## src/rtl/hazard_pkg.sv

```systemverilog
package hazard_pkg;
  // Operand source selection for the widened ALU input multiplexers
  typedef enum logic [1:0] {
    SRC_RF    = 2'd0,
    SRC_EXMEM = 2'd1,
    SRC_MEMWB = 2'd2
  } byp_src_e;

  localparam int unsigned NUM_ALU_SRC = 2;
endpackage

```

## src/rtl/fwd_operand_sel.sv

```systemverilog
module fwd_operand_sel
  import hazard_pkg::*;
#(
  parameter int unsigned AW = 5
) (
  input  logic          clk,
  input  logic          rst_n,
  input  logic [AW-1:0] src_idx,
  input  logic [AW-1:0] mem_rd,
  input  logic          mem_we,
  input  logic [AW-1:0] wb_rd,
  input  logic          wb_we,
  output byp_src_e      sel
);
  localparam logic [AW-1:0] ZERO_IDX = '0;

  // A stage hits when it writes a real register equal to the source
  function automatic logic stage_hit(input logic [AW-1:0] dst,
                                     input logic          we,
                                     input logic [AW-1:0] src);
    return we && (dst != ZERO_IDX) && (dst == src);
  endfunction

  logic hit_mem;
  logic hit_wb;

  assign hit_mem = stage_hit(mem_rd, mem_we, src_idx);
  assign hit_wb  = stage_hit(wb_rd, wb_we, src_idx);

  always_comb begin
    if (hit_mem)     sel = SRC_EXMEM;
    else if (hit_wb) sel = SRC_MEMWB;
    else             sel = SRC_RF;
  end


  younger_wins_chk: assert property (@(posedge clk) disable iff (!rst_n)
    (hit_mem && hit_wb) |-> (sel == SRC_EXMEM));


  zero_src_chk: assert property (@(posedge clk) disable iff (!rst_n)
    (src_idx == ZERO_IDX) |-> (sel == SRC_RF));


  legal_sel_chk: assert property (@(posedge clk) disable iff (!rst_n)
    (sel != 2'd3));
endmodule

```

## src/rtl/load_use_detect.sv

```systemverilog
module load_use_detect
  import hazard_pkg::*;
#(
  parameter int unsigned AW = 5
) (
  input  logic          clk,
  input  logic          rst_n,
  input  logic [AW-1:0] id_src   [NUM_ALU_SRC],
  input  logic          id_used  [NUM_ALU_SRC],
  input  logic [AW-1:0] ex_rd,
  input  logic          ex_we,
  input  logic          ex_load,
  output logic          stall
);
  localparam logic [AW-1:0] ZERO_IDX = '0;

  // Load result not ready in time for a reader one stage behind
  function automatic logic load_blocks(input logic [AW-1:0] dst,
                                       input logic          we,
                                       input logic          ld,
                                       input logic [AW-1:0] src,
                                       input logic          used);
    return ld && we && used && (dst != ZERO_IDX) && (dst == src);
  endfunction

  logic [NUM_ALU_SRC-1:0] src_blocked;

  for (genvar g = 0; g < NUM_ALU_SRC; g++) begin : g_src
    assign src_blocked[g] = load_blocks(ex_rd, ex_we, ex_load, id_src[g], id_used[g]);
  end

  assign stall = |src_blocked;


  only_load_stalls_chk: assert property (@(posedge clk) disable iff (!rst_n)
    (!ex_load) |-> (!stall));


  zero_dst_nostall_chk: assert property (@(posedge clk) disable iff (!rst_n)
    (ex_rd == ZERO_IDX) |-> (!stall));
endmodule

```

## src/rtl/hazard_ctrl.sv

```systemverilog
module hazard_ctrl
  import hazard_pkg::*;
#(
  parameter int unsigned AW = 5
) (
  input  logic          clk,
  input  logic          rst_n,
  input  logic [AW-1:0] id_rs1,
  input  logic [AW-1:0] id_rs2,
  input  logic          id_rs1_used,
  input  logic          id_rs2_used,
  input  logic [AW-1:0] ex_rs1,
  input  logic [AW-1:0] ex_rs2,
  input  logic [AW-1:0] ex_rd,
  input  logic          ex_reg_we,
  input  logic          ex_is_load,
  input  logic [AW-1:0] mem_rd,
  input  logic          mem_reg_we,
  input  logic [AW-1:0] wb_rd,
  input  logic          wb_reg_we,
  output logic [1:0]    fwd_a,
  output logic [1:0]    fwd_b,
  output logic          pc_we,
  output logic          ifid_we,
  output logic          idex_bubble
);
  logic [AW-1:0] ex_src  [NUM_ALU_SRC];
  logic [AW-1:0] id_src  [NUM_ALU_SRC];
  logic          id_used [NUM_ALU_SRC];
  byp_src_e      op_sel  [NUM_ALU_SRC];
  logic          load_stall;

  assign ex_src[0]  = ex_rs1;
  assign ex_src[1]  = ex_rs2;
  assign id_src[0]  = id_rs1;
  assign id_src[1]  = id_rs2;
  assign id_used[0] = id_rs1_used;
  assign id_used[1] = id_rs2_used;

  // One bypass selector per ALU operand
  for (genvar g = 0; g < NUM_ALU_SRC; g++) begin : g_op
    fwd_operand_sel #(.AW(AW)) u_sel (
      .clk     (clk),
      .rst_n   (rst_n),
      .src_idx (ex_src[g]),
      .mem_rd  (mem_rd),
      .mem_we  (mem_reg_we),
      .wb_rd   (wb_rd),
      .wb_we   (wb_reg_we),
      .sel     (op_sel[g])
    );
  end

  load_use_detect #(.AW(AW)) u_lu (
    .clk     (clk),
    .rst_n   (rst_n),
    .id_src  (id_src),
    .id_used (id_used),
    .ex_rd   (ex_rd),
    .ex_we   (ex_reg_we),
    .ex_load (ex_is_load),
    .stall   (load_stall)
  );

  assign fwd_a       = op_sel[0];
  assign fwd_b       = op_sel[1];
  assign pc_we       = !load_stall;
  assign ifid_we     = !load_stall;
  assign idex_bubble = load_stall;
endmodule

```

## config.mk

```make
export PLATFORM = sky130hd
export DESIGN_NAME = hazard_ctrl
export DESIGN_NICKNAME = d
export VERILOG_FILES = /design/src/rtl/hazard_pkg.sv /design/src/rtl/fwd_operand_sel.sv /design/src/rtl/load_use_detect.sv /design/src/rtl/hazard_ctrl.sv
export SDC_FILE = /design/constraint.sdc
export NUM_CORES = 1
export LEC_CHECK = 0
export CAP_MARGIN = 10
export CORE_MARGIN = 3
export CORE_UTILIZATION = 26
export DETAILED_ROUTE_END_ITERATION = 10
export MAX_ROUTING_LAYER = met4
export PLACE_DENSITY_LB_ADDON = 0.2
export RECOVER_POWER = 25
export SYNTH_ARGS = -nofsm -noshare
export SYNTH_HDL_FRONTEND = slang
export SYNTH_SLANG_ARGS = --single-unit
```

## constraint.sdc

```tcl
create_clock -name vclk -period 2.6
set_clock_uncertainty 0.1 [all_clocks]
set_input_delay 0.78 -clock vclk [all_inputs]
set_output_delay 0.78 -clock vclk [all_outputs]
set_load 0.05 [all_outputs]
```

==> qor.csv, run 1 <==
stage,metric,value,unit
global_routing,gr-total-overflow,0,
timing,tightestPinTransition,0.317,ns
finish,fin_util,82.3,%
placement,placed_cell_area,1110,sq um
placement,place.gp.congestion,0.766,
logic_synthesis,synth_cell_type_count,12,
detailed_routing,via_per_inst,4.81,
logic_synthesis,ys_top_cells_by_count,"xor2_1, xnor2_1, or4_1",
worst_setup_path,crit_fanout,2,
worst_setup_path,slowest_stage,or4_4,
finish,clkbuf_count,0,
power,switchingPower,0.0000710,W
hold_path,hold_start,wb_reg_we,
power,pwr_density_cell,143,nW/um^2
power,swShare,42.5,%
worst_setup_path,crit_required,1.72,ns
floorplanning,coreArea,1420,sq um
finish,n_sequential_cell,0,
timing,holdWs,1.98,ns
global_routing,grt_pass1_vias,687,
timing,setup_ws,-0.426,ns
finish,seqCellArea,0,sq um
power,irDropWorstVdd,0.0000979,V
global_routing,antenna_found_initial,0,
detailed_routing,drc,0,
worst_setup_path,cp_num_buf_inv,3,
clock_tree,ctsHoldBuffers,0,
placement,port_buffers,48,
detailed_routing,drtPass1Iterations,2,
power,sequentialPowerShare,0,%
hold_path,min_path_type,in -> out,
timing,clock.fmax,331,MHz
run_status,violations,setup timing,
global_routing,grt_start_max_net_pins,4,
logic_synthesis,syn_inst,53,
timing,maxSlewViolCount,0,
detailed_routing,drt.antenna.violating_nets,0,
finish,area_delta_synth_final,173,%
worst_setup_path,crit_family,simple AND/OR/NAND/NOR gates,
placement,dpl.cell_count,126,
timing,worst_slew_margin_rel,78.7,%
global_routing,grt_pass1_wl,2.84,mm
floorplanning,die-area,2160,sq um
floorplanning,boundaryPins,50,
power,power_leakage,0.492,nW
logic_synthesis,synth_area_leaders,"xor2_1, xnor2_1, or4_1",
worst_setup_path,worstPathArrival,2.15,ns
logic_synthesis,yosys_warnings,0,
finish,instances_no_fill,129,
logic_synthesis,synth_top_area_share,45.2,%
timing,setup_viol,7,
worst_setup_path,crit_chain,"buf_6, or4_4, o21ai_4, buf_6, nor4_4, nor4_4, buf_12",
timing,hold_viol,0,
worst_setup_path,startpoint_type,primary input,
floorplanning,rows,13,
timing,period_minus_slack,3.03,ns
floorplanning,start_util,30.2,%
finish,diodes,0,
hold_path,worst_hold_path.endpoint,fwd_b[1],
logic_synthesis,syn_area_per_cell,8.05,sq um
finish,fin_nets,159,
finish,drive_gt1_share,55.3,%
floorplanning,die_h,46.5,um
detailed_routing,vias,621,
worst_setup_path,path_class,in -> out,
worst_setup_path,worstSetupEndpointType,output port,
hold_path,whs_path_depth,5,
timing,rsz0062_at_grt,true,
run_status,status,"finished, violations left",
detailed_routing,first_iter_violations,1,
placement,pre_cts_ws,-0.889,ns
logic_synthesis,synth.most_common_cell,xor2_1,
logic_synthesis,yosysTopAreaCell,xor2_1,
flow_run,drv_cap,0,
power,intPower,0.0000959,W
placement,dp_hpwl,1.63,mm
global_routing,grt.total_usage,18.4,%
power,clockPowerShare,0,%
detailed_routing,wl_per_cell,14.0,um
finish,final_cell_area,1160,sq um
detailed_routing,routed_wirelength,1.80,mm
timing,min_period_over_period,116,%
logic_synthesis,syn_area,427,sq um
power,combPwrFrac,100.0,%
floorplanning,fp.dieW,46.5,um
logic_synthesis,yosysSeqAreaShare,0,%
logic_synthesis,synth_nets,96,
worst_setup_path,cpPeakStageDelay,0.53,ns
==> kinds of logic after synthesis <==
group / synth area share (%)
xor gates and xnor gates: 61.6
and+or+nand+nor: 25.2
AOI/OAI and AO/OA: 7.92
buffers and inverters: 5.28
==> cells in the final DEF, fill, tap and decap left out, drive strengths merged <==
cell           instances
a21o                   1
a21oi                  1
buf                   42
clkbuf                 6
clkdlybuf4s15          5
clkdlybuf4s50          7
dlygate4sd2            3
dlymetal6s2s           1
nand3                  4
nor4                   6
o211ai                 1
o21ai                  2
or4                    5
xnor2                  8
xor2                  22
==> stage by stage <==
stage                     setup TNS (ns)  total power [W]
after global routing               -2.52         0.000179
after CTS                          -2.59         0.000155
after global placement             -4.95         0.000154
final                              -2.21         0.000167
after detailed placement           -5.42         0.000159
after floorplan                    -1.38        0.0000551
==> power groups by stage <==
stage | Combinational [W] | Clock, W | Sequential [W]
finish | 0.000167 | 0 | 0
detailed placement | 0.000159 | 0 | 0
global route | 0.000179 | 0 | 0
global placement | 0.000154 | 0 | 0
CTS | 0.000155 | 0 | 0
floorplan | 0.0000551 | 0 | 0
==> layer usage <==
layer	vias to the layer above	part of all wire (%)	GRT usage, %
met1	284	36	21.4
met2	26	59	34.3
met3	0	5.6	1.17
li1	311	-	-
met4	0	0	2.84
met5	-	0	-
==> timing repair <==
action | CTS | global route
endpoints found under the setup margin | 7 | 7
buffers inserted | 2 | 1
gates resized for setup | 89 | 49
gates cloned | 0 | 0
pin swaps | 21 | 16
==> worst max-delay path by stage <==
stage,startpoint,end,slack (ns),cells past startpoint
2_1_floorplan,ex_rs1[3],fwd_a[1],-0.42,3
3_3_place_gp,wb_rd[3],fwd_b[1],-0.76,5
3_5_place_dp,mem_rd[1],fwd_a[0],-0.89,6
4_1_cts,mem_rd[0],fwd_b[1],-0.59,7
5_1_grt,mem_rd[3],fwd_b[1],-0.48,7
6_report,mem_rd[3],fwd_b[1],-0.43,7
==> layout make-up <==
class,instances,area [sq um]
Timing Repair Buffer,64,632
Fill cell,92,250
Multi-Input combinational cell,50,514
Tap cell,15,18.8
Note: power is estimated with default switching activity, not from simulation.
==> inputs of run 2 (changes only) <==
--- a/config.mk
+++ b/config.mk
@@ -12,6 +12,7 @@
 export MAX_ROUTING_LAYER = met4
 export PLACE_DENSITY_LB_ADDON = 0.2
 export RECOVER_POWER = 25
+export SETUP_SLACK_MARGIN = 0.02
 export SYNTH_ARGS = -nofsm -noshare
 export SYNTH_HDL_FRONTEND = slang
 export SYNTH_SLANG_ARGS = --single-unit
==> run 2 against run 1 <==
Effect of this change:
- the run still ends with setup timing left
- sequential cell count unchanged
- hold slack worse by 0.013 ns
- non-clock buffer count up 6
- via count up 9.8%
- first-iteration DRC count rose to 12 times the previous value
- combinational power up 27%
- die area unchanged
- clock-buffer cell count unchanged
- critical path depth down 1
- routed wire length up 55%
- critical endpoint is now idex_bubble
==> qor.csv, run 2 (synthesis results as in run 1) <==
stage,metric,value,unit,change
clock_tree,ctsHoldBuffers,0,,unchanged
timing,period_minus_slack,3.00,ns,-0.0297 ns
worst_setup_path,slowest_stage,or4_1,,
detailed_routing,drc,0,,unchanged
worst_setup_path,startpoint_type,primary input,,
global_routing,antenna_found_initial,0,,unchanged
finish,instances_no_fill,135,,+4.7%
power,pwr_density_cell,157,nW/um^2,+9.4%
hold_path,whs_path_depth,5,,unchanged
worst_setup_path,worstSetupEndpointType,output port,,
finish,drive_gt1_share,67.5,%,+12 points
detailed_routing,drt.antenna.violating_nets,0,,unchanged
hold_path,worst_hold_path.endpoint,fwd_b[1],,
floorplanning,coreArea,1420,sq um,unchanged
timing,setup_viol,7,,unchanged
detailed_routing,first_iter_violations,12,,+11
finish,diodes,0,,unchanged
worst_setup_path,crit_chain,"buf_8, or4_1, o211ai_1, buf_4, a21oi_4, buf_12",,
timing,maxSlewViolCount,0,,unchanged
floorplanning,fp.dieW,46.5,um,unchanged
placement,port_buffers,48,,unchanged
global_routing,grt.total_usage,24.4,%,+6.0 points
floorplanning,die-area,2160,sq um,unchanged
timing,tightestPinTransition,0.352,ns,+0.0354 ns
detailed_routing,drtPass1Iterations,4,,+2
floorplanning,start_util,30.2,%,unchanged
hold_path,min_path_type,in -> out,,
finish,final_cell_mix,"xor2_1, buf_4, buf_6",,
timing,worst_slew_margin_rel,76.4,%,-2.3 points
timing,holdWs,1.96,ns,-0.0133 ns
finish,n_sequential_cell,0,,unchanged
global_routing,grt_pass1_vias,768,,+12%
placement,dp_hpwl,1.87,mm,+15%
timing,min_period_over_period,115,%,-1.1 points
finish,fin_nets,165,,+3.8%
timing,rsz0062_at_grt,true,,
floorplanning,rows,13,,unchanged
worst_setup_path,path_class,in -> out,,
detailed_routing,wl_per_cell,20.7,um,+48%
finish,fillerInstances,34,,-63%
detailed_routing,via_per_inst,5.05,,+4.9%
finish,seqCellArea,0,sq um,unchanged
worst_setup_path,crit_required,1.72,ns,about the same
global_routing,grt_start_max_net_pins,4,,unchanged
run_status,status,"finished, violations left",,
placement,dpl.cell_count,135,,+7.1%
detailed_routing,routed_wirelength,2.79,mm,+55%
timing,tns,-2.35,ns,-0.144 ns
timing,clock.fmax,334,MHz,+0.99%
global_routing,grt_pass1_wl,3.54,mm,+25%
timing,hold_viol,0,,unchanged
finish,layout_commonest_cell,xor2_1,,
run_status,violations,setup timing,,
timing,setup_ws,-0.396,ns,+0.0297 ns
finish,area_delta_synth_final,217,%,
global_routing,gr-total-overflow,0,,unchanged
hold_path,hold_start,wb_reg_we,,
floorplanning,boundaryPins,50,,unchanged
power,irDropWorstVdd,0.000121,V,+23%
worst_setup_path,cpPeakStageDelay,0.52,ns,about the same
detailed_routing,vias,682,,+9.8%
power,power_leakage,0.588,nW,+19%
worst_setup_path,worstPathArrival,2.12,ns,-0.03 ns
placement,place.gp.congestion,0.754,,-1.5%
finish,clkbuf_count,0,,unchanged
floorplanning,die_h,46.5,um,unchanged
worst_setup_path,crit_fanout,3,,+1
flow_run,drv_cap,0,,unchanged
## run 2: changes by cell type in the layout (fill, tap and decap cells not counted), sizes merged
| cell | before | now |
|---|---|---|
| clkdlybuf4s50 | 7 | 6 |
| buf | 42 | 47 |
| dlymetal6s2s | 1 | 3 |
## run 2: critical path, delay by kind of cell
kind	cells	cell delay, ns
and+or+nand+nor	1	0.52
buffers and inverters	3	0.44
AOI/OAI and AO/OA	2	0.37
## run 2: cell type report
cell class | count | area [sq um] | area share, %
Tap cell | 15 | 18.8 | 1.39
Timing Repair Buffer | 70 | 697 | 51.6
Multi-Input combinational cell | 50 | 636 | 47.0
## run 2: worst max path at each step
stage	to	slack (ns)	from	cells past startpoint
6_report	idex_bubble	-0.40	ex_rd[2]	6
5_1_grt	fwd_a[1]	-0.42	mem_rd[1]	6
4_1_cts	fwd_a[1]	-0.53	mem_rd[3]	6
3_5_place_dp	ifid_we	-0.81	ex_rd[3]	6
3_3_place_gp	fwd_b[1]	-0.76	wb_rd[3]	5
2_1_floorplan	fwd_a[1]	-0.42	ex_rs1[3]	3
## run 2: power breakdown
part | total [W] | switching, W | internal [W]
clock | 0 | 0 | 0
combinational | 0.000212 | 0.0000959 | 0.000116
sequential | 0 | 0 | 0
total | 0.000212 | 0.0000959 | 0.000116
## run 2: per-layer routing
metal | vias up | wire, um | track usage [%]
met5 | - | 0 | -
met4 | 0 | 96 | 11.4
met3 | 8 | 76 | 2.73
met2 | 32 | 1630 | 45.3
met1 | 322 | 992 | 24.8
li1 | 320 | - | -
## run 2: timing repair
item	4_1_cts	5_1_grt
gates resized for setup	98	55
buffers inserted	1	0
setup endpoints to repair	7	7
endpoints found under the hold margin	0	0
pin swaps	21	23
## run 2: metrics by stage
step / utilization [%] / total power [W] / setup WS, ns / cell area (sq um)
after detailed placement: 85.9 / 0.000179 / -0.805 / 1210
after global placement: 85.9 / 0.000170 / -0.757 / 1210
after floorplan: - / 0.0000606 / -0.416 / 514
after CTS: 90.2 / 0.000186 / -0.527 / 1280
final: 95.5 / 0.000212 / -0.396 / 1350
after global routing: 95.5 / 0.000221 / -0.417 / 1350
